`src/rtl/sclk_pkg.sv`:
```
package sclk_pkg;
  localparam logic [1:0] PRE_DIV1  = 2'd0;
  localparam logic [1:0] PRE_DIV8  = 2'd1;
  localparam logic [1:0] PRE_DIV32 = 2'd2;

  localparam logic [1:0] HS_OFF = 2'd0;
  localparam logic [1:0] HS_CTS = 2'd1;
  localparam logic [1:0] HS_RTS = 2'd2;
endpackage

```
`src/rtl/sclk_brg.sv`:
```
module sclk_brg
  import sclk_pkg::*;
#(
  parameter int DIV_W      = 8,
  parameter int PRE_LO_LOG = 3,
  parameter int PRE_HI_LOG = 5
) (
  input  logic             clk_i,
  input  logic             rst_ni,
  input  logic [1:0]       presc_sel_i,
  input  logic [DIV_W-1:0] divisor_i,
  input  logic             restart_i,
  output logic             tick_o
);
  logic [PRE_HI_LOG-1:0] pre_q;
  logic [1:0]            sel_q;
  logic [DIV_W-1:0]      cnt_q;
  logic                  pre_tick;

  always_comb begin
    case (sel_q)
      PRE_DIV1: pre_tick = 1'b1;
      PRE_DIV8: pre_tick = &pre_q[PRE_LO_LOG-1:0];
      default:  pre_tick = &pre_q;
    endcase
  end

  assign tick_o = pre_tick && (cnt_q == '0) && !restart_i;

  // settings are latched only at reload
  always_ff @(posedge clk_i or negedge rst_ni) begin
    if (!rst_ni) begin
      pre_q <= '0;
      sel_q <= PRE_DIV1;
      cnt_q <= '0;
    end else begin
      pre_q <= pre_q + 1'b1;
      if (restart_i) begin
        cnt_q <= divisor_i;
        sel_q <= presc_sel_i;
      end else if (pre_tick) begin
        if (cnt_q == '0) begin
          cnt_q <= divisor_i;
          sel_q <= presc_sel_i;
        end else begin
          cnt_q <= cnt_q - 1'b1;
        end
      end
    end
  end
endmodule

```
`src/rtl/sclk_async.sv`:
```
module sclk_async #(
  parameter int OS_RATE = 16
) (
  input  logic clk_i,
  input  logic rst_ni,
  input  logic tick_i,
  input  logic en_i,
  input  logic restart_i,
  output logic os_o,
  output logic tx_o,
  output logic rx_o
);
  localparam int OS_W = $clog2(OS_RATE);
  localparam logic [OS_W-1:0] PH_LAST = OS_W'(OS_RATE - 1);
  localparam logic [OS_W-1:0] PH_MID  = OS_W'(OS_RATE / 2 - 1);

  logic [OS_W-1:0] ph_q;
  logic            hit;

  assign hit = tick_i && en_i;

  always_ff @(posedge clk_i or negedge rst_ni) begin
    if (!rst_ni) begin
      ph_q <= '0;
      os_o <= 1'b0;
      tx_o <= 1'b0;
      rx_o <= 1'b0;
    end else begin
      if (restart_i)  ph_q <= '0;
      else if (hit)   ph_q <= ph_q + 1'b1;
      os_o <= hit;
      tx_o <= hit && (ph_q == PH_LAST);
      rx_o <= hit && (ph_q == PH_MID);
    end
  end
endmodule

```
`src/rtl/sclk_sync.sv`:
```
module sclk_sync #(
  parameter int SYNC_STAGES = 2
) (
  input  logic clk_i,
  input  logic rst_ni,
  input  logic tick_i,
  input  logic int_en_i,
  input  logic ext_en_i,
  input  logic run_i,
  input  logic inv_i,
  input  logic pin_i,
  output logic pin_o,
  output logic tx_o,
  output logic rx_o
);
  logic                   lvl_q;
  logic [SYNC_STAGES-1:0] sy_q;
  logic                   prev_q;
  logic                   raw;
  logic                   int_rise, int_fall, ext_rise, ext_fall;

  assign raw      = sy_q[SYNC_STAGES-1] ^ inv_i;
  assign int_rise = int_en_i && tick_i && run_i && !lvl_q;
  assign int_fall = int_en_i && tick_i && lvl_q;
  assign ext_rise = ext_en_i && raw && !prev_q;
  assign ext_fall = ext_en_i && !raw && prev_q;
  assign pin_o    = lvl_q ^ inv_i;

  always_ff @(posedge clk_i or negedge rst_ni) begin
    if (!rst_ni) begin
      lvl_q  <= 1'b0;
      sy_q   <= '0;
      prev_q <= 1'b0;
      tx_o   <= 1'b0;
      rx_o   <= 1'b0;
    end else begin
      sy_q   <= {sy_q[SYNC_STAGES-2:0], pin_i};
      prev_q <= raw;
      if (!int_en_i)                lvl_q <= 1'b0;
      else if (int_rise || int_fall) lvl_q <= !lvl_q;
      tx_o <= int_fall || ext_fall;
      rx_o <= int_rise || ext_rise;
    end
  end
endmodule

```
`src/rtl/sclk_hshake.sv`:
```
module sclk_hshake
  import sclk_pkg::*;
#(
  parameter int SYNC_STAGES = 2
) (
  input  logic       clk_i,
  input  logic       rst_ni,
  input  logic [1:0] mode_i,
  input  logic       pin_i,
  input  logic       rx_ready_i,
  output logic       cts_ok_o,
  output logic       pin_o,
  output logic       pin_oe_o
);
  logic [SYNC_STAGES-1:0] sy_q;

  always_ff @(posedge clk_i or negedge rst_ni) begin
    if (!rst_ni) sy_q <= '1;
    else         sy_q <= {sy_q[SYNC_STAGES-2:0], pin_i};
  end

  assign cts_ok_o = (mode_i == HS_CTS) ? !sy_q[SYNC_STAGES-1] : 1'b1;
  assign pin_oe_o = (mode_i == HS_RTS);
  assign pin_o    = (mode_i == HS_RTS) ? !rx_ready_i : 1'b1;
endmodule

```
`src/rtl/serial_clk_gen.sv`:
```
module serial_clk_gen #(
  parameter int DIV_W       = 8,
  parameter int PRE_LO_LOG  = 3,
  parameter int PRE_HI_LOG  = 5,
  parameter int OS_RATE     = 16,
  parameter int SYNC_STAGES = 2
) (
  input  logic             clk_i,
  input  logic             rst_ni,
  input  logic [1:0]       presc_sel_i,
  input  logic [DIV_W-1:0] divisor_i,
  input  logic             sync_mode_i,
  input  logic             ext_clk_i,
  input  logic             clk_inv_i,
  input  logic             sync_run_i,
  input  logic             restart_i,
  input  logic             sclk_i,
  output logic             sclk_o,
  output logic             sclk_oe_o,
  input  logic [1:0]       hs_mode_i,
  input  logic             hs_i,
  input  logic             rx_ready_i,
  output logic             hs_o,
  output logic             hs_oe_o,
  output logic             cts_ok_o,
  output logic             tx_en_o,
  output logic             rx_en_o,
  output logic             os_en_o
);
  logic tick, int_en, ext_en;
  logic a_tx, a_rx, s_tx, s_rx;

  assign int_en = sync_mode_i && !ext_clk_i;
  assign ext_en = sync_mode_i && ext_clk_i;

  sclk_brg #(.DIV_W(DIV_W), .PRE_LO_LOG(PRE_LO_LOG), .PRE_HI_LOG(PRE_HI_LOG)) i_brg (
    .clk_i, .rst_ni, .presc_sel_i, .divisor_i, .restart_i, .tick_o(tick)
  );

  sclk_async #(.OS_RATE(OS_RATE)) i_async (
    .clk_i, .rst_ni, .tick_i(tick), .en_i(!sync_mode_i), .restart_i,
    .os_o(os_en_o), .tx_o(a_tx), .rx_o(a_rx)
  );

  sclk_sync #(.SYNC_STAGES(SYNC_STAGES)) i_sync (
    .clk_i, .rst_ni, .tick_i(tick), .int_en_i(int_en), .ext_en_i(ext_en),
    .run_i(sync_run_i), .inv_i(clk_inv_i), .pin_i(sclk_i), .pin_o(sclk_o),
    .tx_o(s_tx), .rx_o(s_rx)
  );

  sclk_hshake #(.SYNC_STAGES(SYNC_STAGES)) i_hs (
    .clk_i, .rst_ni, .mode_i(hs_mode_i), .pin_i(hs_i), .rx_ready_i,
    .cts_ok_o, .pin_o(hs_o), .pin_oe_o(hs_oe_o)
  );

  assign sclk_oe_o = int_en;
  assign tx_en_o   = a_tx || s_tx;
  assign rx_en_o   = a_rx || s_rx;
endmodule

```
`config.mk`:
```
export PLATFORM = sky130hd
export DESIGN_NAME = serial_clk_gen
export DESIGN_NICKNAME = d
export VERILOG_FILES = /design/src/rtl/sclk_pkg.sv /design/src/rtl/sclk_brg.sv /design/src/rtl/sclk_async.sv /design/src/rtl/sclk_sync.sv /design/src/rtl/sclk_hshake.sv /design/src/rtl/serial_clk_gen.sv
export SDC_FILE = /design/constraint.sdc
export NUM_CORES = 1
export LEC_CHECK = 0
export ABC_AREA = 0
export CAP_MARGIN = 20
export CORE_ASPECT_RATIO = 1.5
export CORE_UTILIZATION = 30
export CTS_BUF_LIST = sky130_fd_sc_hd__clkbuf_16
export DETAILED_ROUTE_END_ITERATION = 6
export DONT_BUFFER_PORTS = 1
export GPL_TIMING_DRIVEN = 0
export HOLD_SLACK_MARGIN = 0.12
export SLEW_MARGIN = 10
export SYNTH_ARGS = -nofsm -noshare
export SYNTH_HDL_FRONTEND = slang
export SYNTH_SLANG_ARGS = --single-unit
```
`constraint.sdc`:
```
create_clock -name clk_i -period 2.1 [get_ports clk_i]
set_input_delay 0 -clock clk_i [delete_from_list [all_inputs] [get_ports clk_i]]
set_output_delay 0 -clock clk_i [all_outputs]
set_load 0.005 [all_outputs]
```
=== Yosys cells after proc, flatten, opt, wreduce, memory -nomap -nowiden ===
Index checks and enable logic that the tools add are counted.

* Flip-flop bits (word level): 30
* Latch bits: 0
* RAM bits: 0
* Memory bits (read-only): 0
* Input port bits: 22
* Memories kept: 0

* $add $sub $neg: 3
* $mul: 0
* Divide/modulo/power cells: 0
* Magnitude comparators: 0
* Eq/ne operators: 6
* Shift operators: 0
* Muxes and demuxes: 13
* Bitwise gates (word level): 2
* Reductions and logical operators: 36

{| class="wikitable"
|+ Operators by type and width
! kind !! number
|-
| $mux W8 || 3
|-
| $logic_and A1 B1 Y1 || 15
|-
| $logic_not A1 Y1 || 8
|-
| $logic_not A8 Y1 || 1
|-
| $mux W4 || 2
|-
| $sub A8 B1 Y8 const B || 1
|-
| $mux W2 || 3
|-
| $reduce_bool A2 Y1 || 3
|-
| $add A5 B1 Y5 const B || 1
|-
| $logic_or A1 B1 Y1 || 5
|-
| $reduce_and A5 Y1 || 1
|-
| $add A4 B1 Y4 const B || 1
|-
| $eq A2 B1 Y1 const B || 2
|-
| $eq A4 B3 Y1 const B || 1
|-
| $eq A4 B4 Y1 const B || 1
|-
| $mux W1 || 4
|-
| $reduce_and A3 Y1 || 1
|-
| $eq A2 B2 Y1 const B || 1
|-
| $logic_not A2 Y1 || 1
|-
| $ne A2 B2 Y1 const B || 1
|-
| $pmux W1 S2 || 1
|-
| $reduce_and A2 Y1 || 1
|-
| $xor A1 B1 Y1 || 2
|}

=== Longest topological paths before layout ===
* Word-level depth: 10
* Gate-level depth with buffers: 8
* Mapped depth without buffers: 7

=== Modules after synthesis ===
From an unflattened synthesis, not the netlist that was laid out.

* Cells, all modules: 134
* Area, all modules: 1511.4 um^2

{| class="wikitable"
|+ Modules (own cells, without submodules)
! module !! times used !! cells each !! area an instance (um^2) !! seq. area each (um^2)
|-
| sclk_brg || 1 || 81 || 880.8 || 375.4
|-
| sclk_async || 1 || 26 || 296.5 || 175.2
|-
| sclk_sync || 1 || 17 || 227.7 || 150.1
|-
| sclk_hshake || 1 || 5 || 73.8 || 52.6
|-
| serial_clk_gen || 1 || 5 || 32.5 || 0.0
|}

=== Worst setup path after synthesis ===
OpenSTA, ideal clock, no wires.

* Kind: register -> register
* Start: register i_brg.pre_q[0]
* End: register i_brg.cnt_q[0]
* Arrival time: 1891 ps
* Required time: 1974 ps
* Slack: 83 ps
* Cell stages (with the launch flop): 7
* Path buffers: 0
* Clock period less this slack: 2017 ps
* Cell sequence: dfrtp_1 -> ha_1 -> ha_1 -> or3b_1 -> a21oi_2 -> nor2_1 -> a221o_1

* Word-level cells in the longest chain between the ends: 3
* Elaborated cells on any way between the ends: 4
* Those cells by class: 1 x mux; 3 x reduce/logical

{| class="wikitable"
|+ Ends and longest elaborated chain
! item !! line !! text
|-
| start: declaration || sclk_brg.sv:15 || <nowiki>logic [PRE_HI_LOG-1:0] pre_q;</nowiki>
|-
| start signal: assignment || sclk_brg.sv:37 || <nowiki>pre_q <= pre_q + 1'b1;</nowiki>
|-
| $reduce_and A5 Y1 / $reduce_and A3 Y1 (equally long branches) || sclk_brg.sv:24, sclk_brg.sv:23 ||
|-
| $pmux W1 S2 (*) || sclk_brg.sv:21 || <nowiki>case (sel_q)</nowiki>
|-
| $reduce_bool A2 Y1 (no source line) (*) || n/a ||
|-
| end signal: assignment || sclk_brg.sv:39 || <nowiki>cnt_q <= divisor_i;</nowiki>
|-
| end signal: assignment || sclk_brg.sv:43 || <nowiki>cnt_q <= divisor_i;</nowiki>
|-
| end signal: assignment || sclk_brg.sv:46 || <nowiki>cnt_q <= cnt_q - 1'b1;</nowiki>
|-
| end: declaration || sclk_brg.sv:17 || <nowiki>logic [DIV_W-1:0] cnt_q;</nowiki>
|}

Every way passes the cells marked *; elsewhere a longest branch is shown, timed or not.
A chain may end at the register's enable or synchronous reset.

=== Worst setup path after layout ===
Same ends and word-level chain as after synthesis.

==> impl_metrics.csv <==
group,metric,value,unit
grt,grt_usage,14.7,%
pwr,finalPower,1.72,mW
synthesis,ys_seq_elements,30,
detailed_routing,via_count,1206,
placed_design,routabilityCongestion,0.821,
worst_setup_path,reg2reg_depth,6,
synthesis,ys.flop_type,"dfrtp_1",
detailed_routing,viasPerCell,5.24,
grt,grt_max_degree,31,
worst_setup_path,reg2reg_slack,0.08,ns
timing,maxSlewHeadroom,60.9,%
synthesis,netlist.area_leader.share,47.5,%
die,start_util,32.0,%
detailed_routing,drt-initial-drc-count,78,
cts,cts_inserted_buffers,5,
worst_setup_path,critical_path_buf_inv_count,0,
worst_setup_path,slowest_stage,"or3b_4",
synthesis,ys_top_cells_by_count,"28 x dfrtp_1, 8 x a21oi_1, 8 x inv_1",
die,die_x,59.3,um
cts,cts-root-buf,"clkbuf_16",
timing,whs,0.131,ns
pwr,ir_drop,479,uV
worst_setup_path,worst_ep_required_time,2.25,ns
die,die_y,87.9,um
worst_setup_path,slowest_delay,0.44,ns
pwr,p_per_area,859,nW/um2
worst_setup_path,worst_ep_arrival_time,2.18,ns
die,io_pins,30,
finish,multi_input_area,729,um2
die,core,4620,um2
timing,worstMarginPinSlew,0.581,ns
grt,gr-total-overflow,0,
placed_design,portBuffers,0,
hold_path,holdPathStages,1,
detailed_routing,wire_per_inst,14.0,um
cts,htreeDepth,2,
grt,grt_pass1_vias,1185,
detailed_routing,ant_nets,0,
hold_path,hp-class,"input port to primary output",
synthesis,async_flop_share,100,%
synthesis,synth_area,1480,um2
worst_setup_path,cp-start-kind,"flop",
cts,tritoncts,"done",
synthesis,synth_cells,133,
grt,grt_pass1_wl,5600,um
finish,layout-drive-gt1-share,19.9,%
worst_setup_path,crit_fanout,10,
timing,fmax,494,MHz
placed_design,hpwl,2140,um
timing,skew,0.00424,ns
worst_setup_path,worst-path-stages,6,
pwr,leakage,0.839,nW
synthesis,synth_edf_count,0,
cts,clkLatencyLatePin,0.28,ns
synthesis,syn_nets,161,
finish,seqCellArea,753,um2
die,fp-row-count,30,
timing,min_period,2.02,ns
synthesis,netlist_top_cells_area,"dfrtp_1 47%, ha_1 5.1%, dfstp_2 3.6%, a21oi_1 2.7%, o21ai_0 2.4%",
timing,setup_viol,0,
timing,hold_viol_final,0,
synthesis,synth_top_cell_by_area,"dfrtp_1",
detailed_routing,dr.pass1.iters,4,
synthesis,ys_seq_area_share,51.0,%
finish,final_nets,193,
cts,cts_sinks,30,
synthesis,synth_cell_types,46,
synthesis,synth.most_common_cell,"dfrtp_1",
flow_run,cap_violations,0,
die,die-area,5210,um2
finish,diodes,0,
worst_setup_path,endpoint_kind,"flop",
cts,clk_pin_slew,0.05,ns
grt,grt_antenna_before_repair,0,
status,run_status,"finished clean",
finish,area_delta_synth_final,35.9,%
worst_setup_path,path_class,"flop to flop",
detailed_routing,drc,0,
synthesis,synth.yosys.warnings,0,
detailed_routing,routed_wirelength,3220,um
finish,num-fill-cells,449,
timing,fin_crit_sh,96.4,%
cts,cts_buffer_depth,2,
worst_setup_path,cp_cell_sequence,"ha_2 -> ha_1 -> or3b_4 -> a21o_4 -> and3_1 -> a221o_1",
timing,maxSlewViolCount,0,
synthesis,avgSynthCellArea,11.1,um2
worst_setup_path,cpLargestDelayFamily,"simple AND/OR/NAND/NOR gates",
[power by group]
part | internal [mW] | switching (mW)
registers | 0.644 | 0.0776
logic | 0.162 | 0.167
clock network | 0.429 | 0.244
total | 1.24 | 0.488
[cells by family (layout without fill, tap and decap cells)]
logic type	count (synthesis)	in the layout	synth area share, %
muxes	3	3	2.29
and+or+nand+nor	47	47	21.6
adders and majority gates	6	6	5.08
buffers and inverters	13	46	3.90
AOI/OAI and AO/OA	31	31	14.3
DFF	30	30	51.0
xor gates and xnor gates	3	3	1.78
[layout by cell type (no fill, tap or decap), drive strengths merged, types with 2 or more instances in the layout]
cell / n
dlygate4sd3: 20
mux2: 3
a21oi: 9
clkbuf: 8
nor2: 4
inv: 9
ha: 6
nor2b: 4
nand2b: 3
or4: 2
clkinv: 2
nand4: 2
nand2: 5
a21boi: 2
or3: 2
buf: 7
o31ai: 3
nor3b: 2
nand4b: 2
nand3: 4
dfstp: 2
dfrtp: 28
nor4: 2
xnor2: 2
o2bb2a: 3
nor3: 3
nand3b: 2
o21ai: 7
or2: 2
and3: 2
o221ai: 2
[worst paths after layout]
| path | from | to |
|---|---|---|
| worst min register to register | i_sync.sy_q[0]$_DFF_PN0_ | i_sync.sy_q[1]$_DFF_PN0_ |
| worst min-delay path | hs_mode_i[1] | hs_oe_o |
| min in group asynchronous | rst_ni | i_async.os_o$_DFF_PN0_ |
| max in group asynchronous | rst_ni | i_hs.sy_q[0]$_DFF_PN1_ |
| worst max-delay path | i_brg.pre_q[0]$_DFF_PN0_ | i_brg.cnt_q[0]$_DFFE_PN0P_ |
| worst max register to register | i_brg.pre_q[0]$_DFF_PN0_ | i_brg.cnt_q[0]$_DFFE_PN0P_ |
[state kept, by name, summed over array words and instances, names as in the netlist]
| register | flops |
|---|---|
| i_brg.cnt_q | 8 |
| i_sync.sy_q | 2 |
| i_sync.lvl_q | 1 |
| i_async.os_o | 1 |
| i_sync.prev_q | 1 |
| i_async.ph_q | 4 |
| i_sync.rx_o | 1 |
| i_brg.pre_q | 5 |
| i_brg.sel_q | 2 |
| i_sync.tx_o | 1 |
| i_async.rx_o | 1 |
| i_hs.sy_q | 2 |
| i_async.tx_o | 1 |
[worst register-to-register path: stages, from the launching register on]
cell and delay [ns]:
dfrtp_1 0.39, ha_2 0.19, ha_1 0.18, or3b_4 0.44
a21o_4 0.27, and3_1 0.18, a221o_1 0.26
[per-layer routing]
| layer | up-vias | track usage [%] | part of all wire [%] |
|---|---|---|---|
| met5 | - | 0 | 0 |
| met4 | 0 | 9.74 | 2.7 |
| met3 | 7 | 3.25 | 4.0 |
| met2 | 34 | 23.8 | 54 |
| met1 | 617 | 17.2 | 40 |
| li1 | 548 | - | - |
[stage by stage]
stage | utilization (%) | worst slack [ns] | cell area [um2] | setup TNS, ns | std cells
floorplan | - | 0.0827 | 1480 | 0 | 133
global placement | 33.7 | -0.152 | 1560 | -0.416 | 197
detailed placement | 33.7 | -0.195 | 1560 | -0.699 | 197
CTS | 42.2 | -0.0165 | 1950 | -0.0243 | 228
global route | 43.5 | -0.00796 | 2010 | -0.00796 | 230
finish | 43.5 | 0.0763 | 2010 | 0 | 230
[cell type report]
type | instances | share of cell area, %
multi-input cells | 90 | 36.3
clock inverters | 3 | 0.686
repair buffers | 25 | 12.3
inverters | 8 | 1.50
clock buffers | 5 | 6.23
flip-flops and latches | 30 | 37.5
plain buffers | 5 | 1.37
well taps | 64 | 3.99
[timing repair]
action                                  in CTS  in global routing
gates resized for setup                      5                  9
endpoints found under the hold margin       51                  0
pin swaps                                    1                  2
buffers inserted                             2                  1
hold buffers                                21                  0
gates cloned                                 0                  1
endpoints found under the setup margin       7                 13
(Power assumes the default switching activity.)
